$ cat src/rtl/irq_pkg.sv
package irq_pkg;

   typedef enum logic [1:0] {
      DRV_TRI     = 2'b00,
      DRV_OD_LOW  = 2'b01,
      DRV_PP_LOW  = 2'b10,
      DRV_PP_HIGH = 2'b11
   } drv_mode_e;

   typedef enum logic [1:0] {
      DUR_SHORT = 2'b00,
      DUR_MID   = 2'b01,
      DUR_LONG  = 2'b10,
      DUR_LEVEL = 2'b11
   } dur_sel_e;

   localparam int unsigned ADDR_W = 3;

   localparam logic [ADDR_W-1:0] A_CFG  = 3'd0;
   localparam logic [ADDR_W-1:0] A_STAT = 3'd1;
   localparam logic [ADDR_W-1:0] A_CLR  = 3'd2;
   localparam logic [ADDR_W-1:0] A_EN   = 3'd3;
   localparam logic [ADDR_W-1:0] A_RAW  = 3'd4;

   localparam int unsigned CFG_SOFT_BIT = 4;

endpackage

$ cat src/rtl/irq_status_bank.sv
module irq_status_bank #(
   parameter int unsigned NUM_SRC = 4,
   parameter int unsigned NUM_LVL = 2,
   localparam int unsigned NB     = NUM_SRC + NUM_LVL + 1
) (
   input  logic               clk_i,
   input  logic               rst_ni,
   input  logic [NUM_SRC-1:0] evt_i,
   input  logic [NUM_LVL-1:0] lvl_i,
   input  logic               soft_i,
   input  logic [NB-1:0]      clr_i,
   input  logic               en_wr_i,
   input  logic [NB-1:0]      en_d_i,
   output logic [NB-1:0]      stat_o,
   output logic [NB-1:0]      en_o,
   output logic               pend_o
);

   if (NUM_SRC < 1 || NUM_LVL < 1) begin : g_bad_cfg
      $error("irq_status_bank: NUM_SRC and NUM_LVL must be at least 1");
   end

   logic [NUM_LVL-1:0] lvl_q;
   logic [NUM_LVL-1:0] chg;
   logic               vld_q;
   logic [NB-1:0]      stat_q;
   logic [NB-1:0]      en_q;
   logic [NB-1:0]      set_vec;

   always_ff @(posedge clk_i) begin
      if (!rst_ni) vld_q <= 1'b0;
      else         vld_q <= 1'b1;
   end

   for (genvar l = 0; l < NUM_LVL; l++) begin : g_lvl
      always_ff @(posedge clk_i) begin
         if (!rst_ni) lvl_q[l] <= 1'b0;
         else         lvl_q[l] <= lvl_i[l];
      end
      assign chg[l] = vld_q & (lvl_i[l] ^ lvl_q[l]);
   end

   assign set_vec = {soft_i, chg, evt_i};

   for (genvar b = 0; b < NB; b++) begin : g_bit
      always_ff @(posedge clk_i) begin
         if (!rst_ni) begin
            stat_q[b] <= 1'b0;
            en_q[b]   <= 1'b0;
         end else begin
            stat_q[b] <= (stat_q[b] & ~clr_i[b]) | set_vec[b];
            if (en_wr_i) en_q[b] <= en_d_i[b];
         end
      end
   end

   assign stat_o = stat_q;
   assign en_o   = en_q;
   assign pend_o = |(stat_q & en_q);

   AST_EVT_SETS: assert property (@(posedge clk_i) disable iff (!rst_ni)
      (|set_vec) |=> ((stat_q & $past(set_vec)) == $past(set_vec)));
   AST_SET_WINS: assert property (@(posedge clk_i) disable iff (!rst_ni)
      (|(set_vec & clr_i)) |=> ((stat_q & $past(set_vec & clr_i)) == $past(set_vec & clr_i)));
   AST_W1C_CLEARS: assert property (@(posedge clk_i) disable iff (!rst_ni)
      (|(clr_i & ~set_vec)) |=> ((stat_q & $past(clr_i & ~set_vec)) == '0));

endmodule

$ cat src/rtl/irq_pulse_gen.sv
module irq_pulse_gen
   import irq_pkg::*;
#(
   parameter int unsigned DUR0 = 3,
   parameter int unsigned DUR1 = 15,
   parameter int unsigned DUR2 = 63,
   localparam int unsigned CNT_W = $clog2(DUR2 + 1)
) (
   input  logic     clk_i,
   input  logic     rst_ni,
   input  logic     pend_i,
   input  dur_sel_e dur_i,
   output logic     act_o
);

   if (DUR0 < 1 || DUR1 <= DUR0 || DUR2 <= DUR1) begin : g_bad_dur
      $error("irq_pulse_gen: durations must be positive and increasing");
   end

   logic [CNT_W-1:0] cnt_q;
   logic [CNT_W-1:0] len;
   logic             pend_q;
   logic             lvl_act_q;
   logic             rise;
   logic             pulse_mode;

   assign rise       = pend_i & ~pend_q;
   assign pulse_mode = (dur_i != DUR_LEVEL);

   always_comb begin
      unique case (dur_i)
         DUR_SHORT: len = CNT_W'(DUR0);
         DUR_MID:   len = CNT_W'(DUR1);
         default:   len = CNT_W'(DUR2);
      endcase
   end

   always_ff @(posedge clk_i) begin
      if (!rst_ni) begin
         pend_q    <= 1'b0;
         lvl_act_q <= 1'b0;
         cnt_q     <= '0;
      end else begin
         pend_q    <= pend_i;
         lvl_act_q <= pend_i;
         if (rise && pulse_mode)   cnt_q <= len;
         else if (cnt_q != '0)     cnt_q <= cnt_q - 1'b1;
      end
   end

   assign act_o = pulse_mode ? (cnt_q != '0) : lvl_act_q;

   // run-length monitor for the pulse bound check
   logic [CNT_W:0] hi_q;
   always_ff @(posedge clk_i) begin
      if (!rst_ni)                                 hi_q <= '0;
      else if (act_o && pulse_mode && (&hi_q) == 1'b0) hi_q <= hi_q + 1'b1;
      else if (!(act_o && pulse_mode))             hi_q <= '0;
   end

   AST_NO_RETRIGGER: assert property (@(posedge clk_i) disable iff (!rst_ni)
      ($past(pend_q) && pulse_mode && $past(pulse_mode)) |-> !$rose(act_o));
   AST_PULSE_BOUND: assert property (@(posedge clk_i) disable iff (!rst_ni)
      hi_q <= (CNT_W+1)'(DUR2));

endmodule

$ cat src/rtl/irq_pin_drive.sv
module irq_pin_drive
   import irq_pkg::*;
(
   input  drv_mode_e mode_i,
   input  logic      act_i,
   output logic      pin_o,
   output logic      oe_o
);

   always_comb begin
      pin_o = 1'b0;
      oe_o  = 1'b0;
      unique case (mode_i)
         DRV_OD_LOW:  begin oe_o = act_i; pin_o = 1'b0;   end
         DRV_PP_LOW:  begin oe_o = 1'b1;  pin_o = ~act_i; end
         DRV_PP_HIGH: begin oe_o = 1'b1;  pin_o = act_i;  end
         default:     begin oe_o = 1'b0;  pin_o = 1'b0;   end
      endcase
   end

   always_comb begin
      if (mode_i == DRV_TRI) AST_TRI_FLOATS: assert (!oe_o);
   end

endmodule

$ cat src/rtl/irq_latch_ctrl.sv
module irq_latch_ctrl
   import irq_pkg::*;
#(
   parameter int unsigned NUM_SRC = 4,
   parameter int unsigned NUM_LVL = 2,
   parameter int unsigned DW      = 8,
   parameter int unsigned DUR0    = 3,
   parameter int unsigned DUR1    = 15,
   parameter int unsigned DUR2    = 63
) (
   input  logic               clk_i,
   input  logic               rst_ni,
   input  logic [NUM_SRC-1:0] evt_i,
   input  logic [NUM_LVL-1:0] lvl_i,
   input  logic               reg_wr_i,
   input  logic [ADDR_W-1:0]  reg_addr_i,
   input  logic [DW-1:0]      reg_wdata_i,
   output logic [DW-1:0]      reg_rdata_o,
   output logic               irq_o,
   output logic               irq_oe_o
);

   localparam int unsigned NB = NUM_SRC + NUM_LVL + 1;

   if (DW < NB || DW <= CFG_SOFT_BIT) begin : g_bad_dw
      $error("irq_latch_ctrl: DW too narrow for the status vector or config");
   end

   drv_mode_e drv_q;
   dur_sel_e  dur_q;
   logic      cfg_wr, en_wr, soft_evt, act, pend;
   logic [NB-1:0] clr_vec, stat, en;

   assign cfg_wr   = reg_wr_i && (reg_addr_i == A_CFG);
   assign en_wr    = reg_wr_i && (reg_addr_i == A_EN);
   assign soft_evt = cfg_wr && reg_wdata_i[CFG_SOFT_BIT];
   assign clr_vec  = (reg_wr_i && (reg_addr_i == A_CLR)) ? reg_wdata_i[NB-1:0] : '0;

   always_ff @(posedge clk_i) begin
      if (!rst_ni) begin
         drv_q <= DRV_TRI;
         dur_q <= DUR_SHORT;
      end else if (cfg_wr) begin
         drv_q <= drv_mode_e'(reg_wdata_i[1:0]);
         dur_q <= dur_sel_e'(reg_wdata_i[3:2]);
      end
   end

   if (DW > NB) begin : g_spare
      logic unused_hi;
      assign unused_hi = ^reg_wdata_i[DW-1:NB];
   end

   irq_status_bank #(.NUM_SRC(NUM_SRC), .NUM_LVL(NUM_LVL)) u_bank (
      .clk_i   (clk_i),
      .rst_ni  (rst_ni),
      .evt_i   (evt_i),
      .lvl_i   (lvl_i),
      .soft_i  (soft_evt),
      .clr_i   (clr_vec),
      .en_wr_i (en_wr),
      .en_d_i  (reg_wdata_i[NB-1:0]),
      .stat_o  (stat),
      .en_o    (en),
      .pend_o  (pend)
   );

   irq_pulse_gen #(.DUR0(DUR0), .DUR1(DUR1), .DUR2(DUR2)) u_pulse (
      .clk_i  (clk_i),
      .rst_ni (rst_ni),
      .pend_i (pend),
      .dur_i  (dur_q),
      .act_o  (act)
   );

   irq_pin_drive u_drive (
      .mode_i (drv_q),
      .act_i  (act),
      .pin_o  (irq_o),
      .oe_o   (irq_oe_o)
   );

   always_comb begin
      reg_rdata_o = '0;
      unique case (reg_addr_i)
         A_CFG:   begin reg_rdata_o[1:0] = drv_q; reg_rdata_o[3:2] = dur_q; end
         A_STAT:  reg_rdata_o[NB-1:0] = stat;
         A_EN:    reg_rdata_o[NB-1:0] = en;
         A_RAW:   reg_rdata_o[NUM_LVL-1:0] = lvl_i;
         default: reg_rdata_o = '0;
      endcase
   end

endmodule

$ cat config.mk
export PLATFORM = sky130hd
export DESIGN_NAME = irq_latch_ctrl
export DESIGN_NICKNAME = d
export VERILOG_FILES = /design/src/rtl/irq_pkg.sv /design/src/rtl/irq_status_bank.sv /design/src/rtl/irq_pulse_gen.sv /design/src/rtl/irq_pin_drive.sv /design/src/rtl/irq_latch_ctrl.sv
export SDC_FILE = /design/constraint.sdc
export NUM_CORES = 1
export LEC_CHECK = 0
export CAP_MARGIN = 20
export CORE_UTILIZATION = 40
export DETAILED_ROUTE_END_ITERATION = 12
export GPL_TIMING_DRIVEN = 0
export PLACE_DENSITY = 0.77
export SLEW_MARGIN = 20
export SYNTH_ARGS = -nofsm -noshare
export SYNTH_HDL_FRONTEND = slang
export SYNTH_SLANG_ARGS = --single-unit
$ cat constraint.sdc
create_clock -name clk_i -period 3 [get_ports clk_i]
set_input_delay 0.45 -clock clk_i [delete_from_list [all_inputs] [get_ports clk_i]]
set_output_delay 0.45 -clock clk_i [all_outputs]
set_load 0.01 [all_outputs]
* After elaboration in Yosys (flattened, before gate mapping)
Cells that the tools add are included.
** Word-level totals
- Bits in registers :: 28
- Bits of input ports :: 20
- Output and inout port bits :: 10
- Logic and storage cells :: 82
** Operators by class
- Add/subtract/negate cells :: 1
- Equal/unequal tests :: 9
- Muxes and demuxes :: 11
- Bitwise gates (word level) :: 29
- Reduce and logical (&&, ||, !) cells :: 11
** Operators by type and width (count)
- 2-to-1 mux 6 bit :: 2
- case mux 6 bit (2 select lines) :: 1
- AND 1 bit :: 10
- NOT 1 bit :: 9
- case mux 2 bit (4 select lines) :: 1
- AND 7 bit :: 1
- 2-to-1 mux 7 bit :: 1
- OR 1 bit :: 7
- OR reduction 7 bit :: 1
- equality test 3 x 2 -> 1 bit, second input constant :: 2
- case mux 2 bit (3 select lines) :: 1
- case mux 3 bit (2 select lines) :: 1
- nonzero test 6 bit :: 1
- subtractor 6 x 1 -> 6 bit, second input constant :: 1
- logical AND 1 bit :: 5
- equality test 2 x 1 -> 1 bit, second input constant :: 2
- equality test 2 bit, second input constant :: 2
- case mux 1 bit (2 select lines) :: 2
- equality test 3 x 1 -> 1 bit, second input constant :: 1
- equality test 3 bit, second input constant :: 1
- zero test 3 bit :: 1
- zero test 2 bit :: 1
- 2-to-1 mux 1 bit :: 2
- inequality test 2 bit, second input constant :: 1
- 3 further kinds :: 4

* Depth between registers and ports, before layout
- Word-level depth :: 6
- Gate-level depth with buffers :: 6
- Gate-level depth less buffers :: 6

* Cells and area by module
Synthesis repeated with hierarchy kept, for this count alone.
** Second synthesis, totals
- Cells, all modules :: 158
- Area, all modules :: 1503.9 sq um
** Modules (own cells, without submodules)
- irq_status_bank :: instances 1, cells each 56, area each 634.4 sq um, seq. area each 340.3 sq um
- irq_latch_ctrl :: instances 1, cells each 59, area each 451.7 sq um, seq. area each 80.1 sq um
- irq_pulse_gen :: instances 1, cells each 40, area each 394.1 sq um, seq. area each 140.1 sq um
- irq_pin_drive :: instances 1, cells each 3, area each 23.8 sq um, seq. area each 0.0 sq um

* Worst setup path after synthesis
Ideal clock, no wire load.
- Kind :: reg2out
- Start :: reg u_pulse.cnt_q[0]
- End :: out irq_o
- Data arrival time :: 1.519 ns
- Setup slack :: 1.031 ns
- Stages on the path, launching flop included :: 7
- Cells stage by stage :: dfxtp_1 inv_1 ha_1 or3b_4 o41ai_2 xnor2_1 and2_1
** Between the ends
- Cells in the longest elaborated chain, start to end :: 4
** RTL lines
- start, declared :: RTL line irq_pulse_gen.sv:20 : logic [CNT_W-1:0] cnt_q;
- start signal, assigned :: RTL line irq_pulse_gen.sv:46 : if (rise && pulse_mode) cnt_q <= len;
- start signal, assigned :: RTL line irq_pulse_gen.sv:47 : else if (cnt_q != '0) cnt_q <= cnt_q - 1'b1;
- nonzero test 6 bit (*) :: RTL line irq_pulse_gen.sv:51 : assign act_o = pulse_mode ? (cnt_q != '0) : lvl_act_q;
- 2-to-1 mux 1 bit (*) :: RTL line irq_pulse_gen.sv:51
- NOT 1 bit :: RTL line irq_pin_drive.sv:15 : DRV_PP_LOW: begin oe_o = 1'b1; pin_o = ~act_i; end
- case mux 1 bit (2 select lines) (*) :: RTL line irq_pin_drive.sv:13 : unique case (mode_i)
- end, declared :: RTL line irq_latch_ctrl.sv:19 : output logic irq_o,
Every way passes the cells marked *; elsewhere a longest branch is shown, timed or not.

* Worst setup path in the final report
Ends and elaborated chain as after synthesis.

==> flow_metrics.tcl <==
set metrics [dict create \
    synth_fp_nets 171 \
    nNetsFinal 202 \
    hold_path_class "reg2reg" \
    syn_area_per_cell_um2 9.08 \
    port_buffers 26 \
    yosys.area.top_type_share_pct 41.2 \
    core_um2 3130 \
    required_ns 2.55 \
    setup.worst_path.end_class "output port" \
    dpl-instance-area_um2 1680 \
    cts.sinks 28 \
    ys.flop_type "dfxtp_1" \
    clk_latency_ns 0.32 \
    grt_overflow_total 0 \
    antenna_found_initial 0 \
    initial_core_util_pct 43.5 \
    io_pins 30 \
    fmaxAchievable_ghz 0.350 \
    tns_ns 0 \
    final_area_um2 1720 \
    met1_usage_pct 22.0 \
    finClkSkew_ns 0.00471 \
    timing.hold.ws_ns 0.548 \
    finalHoldViolCount 0 \
    nFillCells 310 \
    multi_input_area_um2 761 \
    critPathLaunchType "flop" \
    yosys_warnings 0 \
    drive_gt1_share_pct 6.67 \
    synth_edf_count 0 \
    synth_cells 150 \
    use_met2_pct 29.4 \
    period_share_pct 95.1 \
    p_leak_nw 0.699 \
    antenna_left 0 \
    die-height_um 60.3 \
    crit_fanout 3 \
    cts_inserted_buffers 3 \
    post-route-drc-count 0 \
    grt.total_usage_pct 16.8 \
    worst_slew_pin_slew_ns 0.526 \
    synth-seq-cells 28 \
    dr_total_vias 1173 \
    use_met3_pct 2.13 \
    cts-root-buf "clkbuf_4" \
    slew_violations 0 \
    grt_pass1_wl_um 4620 \
    clock_path_buffers 2 \
    final_common_cell "dfxtp_1" \
    routed_wl_um 2930 \
    min_period_ns 2.85 \
    yosysTopAreaCell "dfxtp_1" \
    gp_congestion 0.844 \
    critPathArrivalTime_ns 2.40 \
    antenna_cells 0 \
    wl_per_cell_um 13.1 \
    syn-cell-area_um2 1360 \
    postCtsSetupBuffers 0 \
    seq_area_um2 561 \
    rsz0062_at_grt "no" \
    drtPass1Iterations 4 \
    grt_start_max_net_pins 16 \
    hpwl_um 2280 \
    htreeDepth 1 \
    ys_seq_area_share_pct 41.2 \
    cts_tree "built" \
    peakVddDrop_mv 0.242 \
    drtIter0Drc 65 \
    grt.busiest_layer "met2" \
    area_growth_pct 26.7 \
    p_total_mw 1.05 \
    final_cell_mix "28 x dfxtp_1, 27 x nor2_1, 26 x clkdlybuf4s50_1" \
    first_global_vias 1066 \
    slew_headroom_pct 64.8 \
    status "completed" \
    path_clk_slew_ns 0.14 \
    die_area_um2 3640 \
    max-cap-violations 0 \
    async_flop_share_pct 0 \
    rows 20 \
    crit_type "reg2out" \
    die_w_um 60.3 \
    setup_viol 0 \
    viasPerCell 5.24 \
    p_per_area_nw_per_um2 610 \
    synthTopCellsByArea "dfxtp_1 41%, mux2i_1 14%, nor2_1 7.4%, nand2_1 3.3%, a22oi_1 2.8%" \
    synth_cell_types 35 \
]
[power breakdown]
part / leakage (nW) / switching, mW / total, mW / internal, mW
Sequential: 0.230 / 0.0564 / 0.481 / 0.424
Clock: 0.0210 / 0.108 / 0.183 / 0.0742
Combinational: 0.448 / 0.179 / 0.388 / 0.209
[sequential cells by signal, indices dropped and copies added (netlist names)]
| signal | cells |
|---|---|
| u_bank.vld_q | 1 |
| u_bank.lvl_q | 2 |
| u_bank.en_o | 7 |
| u_pulse.pend_q | 1 |
| u_bank.stat_o | 7 |
| u_pulse.cnt_q | 6 |
| dur_q | 2 |
| drv_q | 2 |
[per-layer routing]
metal,up-vias,routed length [um]
li1,578,-
met1,556,1330
met2,35,1430
met3,4,151
met4,0,19
met5,-,0
[synthesized netlist by cell type, drive strengths merged, types with 2 or more instances]
library cell,number
o21a,2
mux2i,19
nor2,27
clkbuf,4
nor3,2
o21ai,2
inv,5
nand2,12
a22oi,5
dfxtp,28
and2,4
buf,3
xnor2,4
a21oi,4
o31ai,4
a31oi,5
xor2,4
[area by class of cell]
type	count	area share, %
Buffer	7	1.89
Clock buffer	4	2.10
Inverter	5	1.09
Multi-Input combinational cell	110	44.1
Sequential cell	28	32.5
Tap cell	44	3.19
Timing Repair Buffer	26	15.1
[path summary, 6_finish.rpt]
kind	from	endpoint	slack (ns)	cells past startpoint
setup / recovery	u_pulse.cnt_q[0]$_SDFFE_PN0P_	irq_o	0.15	7
hold / removal	u_bank.vld_q$_DFF_P_	u_bank.stat_o[5]$_SDFF_PN0_	0.55	2
setup reg to reg	u_bank.stat_o[2]$_SDFF_PN0_	u_pulse.cnt_q[4]$_SDFFE_PN0P_	1.23	4
hold reg to reg	u_bank.vld_q$_DFF_P_	u_bank.stat_o[5]$_SDFF_PN0_	0.55	2
[stage by stage]
step / setup WS (ns) / util, % / std cells
6_report: 0.146 / 55.1 / 224
5_1_grt: 0.0120 / 55.1 / 224
4_1_cts: 0.0780 / 54.8 / 224
3_5_place_dp: 0.211 / 53.6 / 220
3_3_place_gp: 0.220 / 53.6 / 220
2_1_floorplan: 1.03 / - / 150
[cell families after synthesis]
group | synth area share (%)
simple gates | 19.9
compound gates | 14.8
flops | 41.2
mux | 14.0
buf+inv | 3.77
xor+xnor | 5.15
fa+ha+maj | 0.919
other cells | 0.275
[what timing repair did]
item	4_1_cts	5_1_grt
resized for setup	0	1
endpoints found under the setup margin	0	1
hold buffers	0	0
[worst max-delay path, stage by stage (launching register included)]
cell             delay, ns
dfxtp_1               0.36
inv_1                 0.06
ha_1                  0.16
or3b_4                0.43
o41ai_4               0.26
xnor2_1               0.15
and2_1                0.13
clkdlybuf4s50_1       0.53
(Power assumes the default switching activity.)
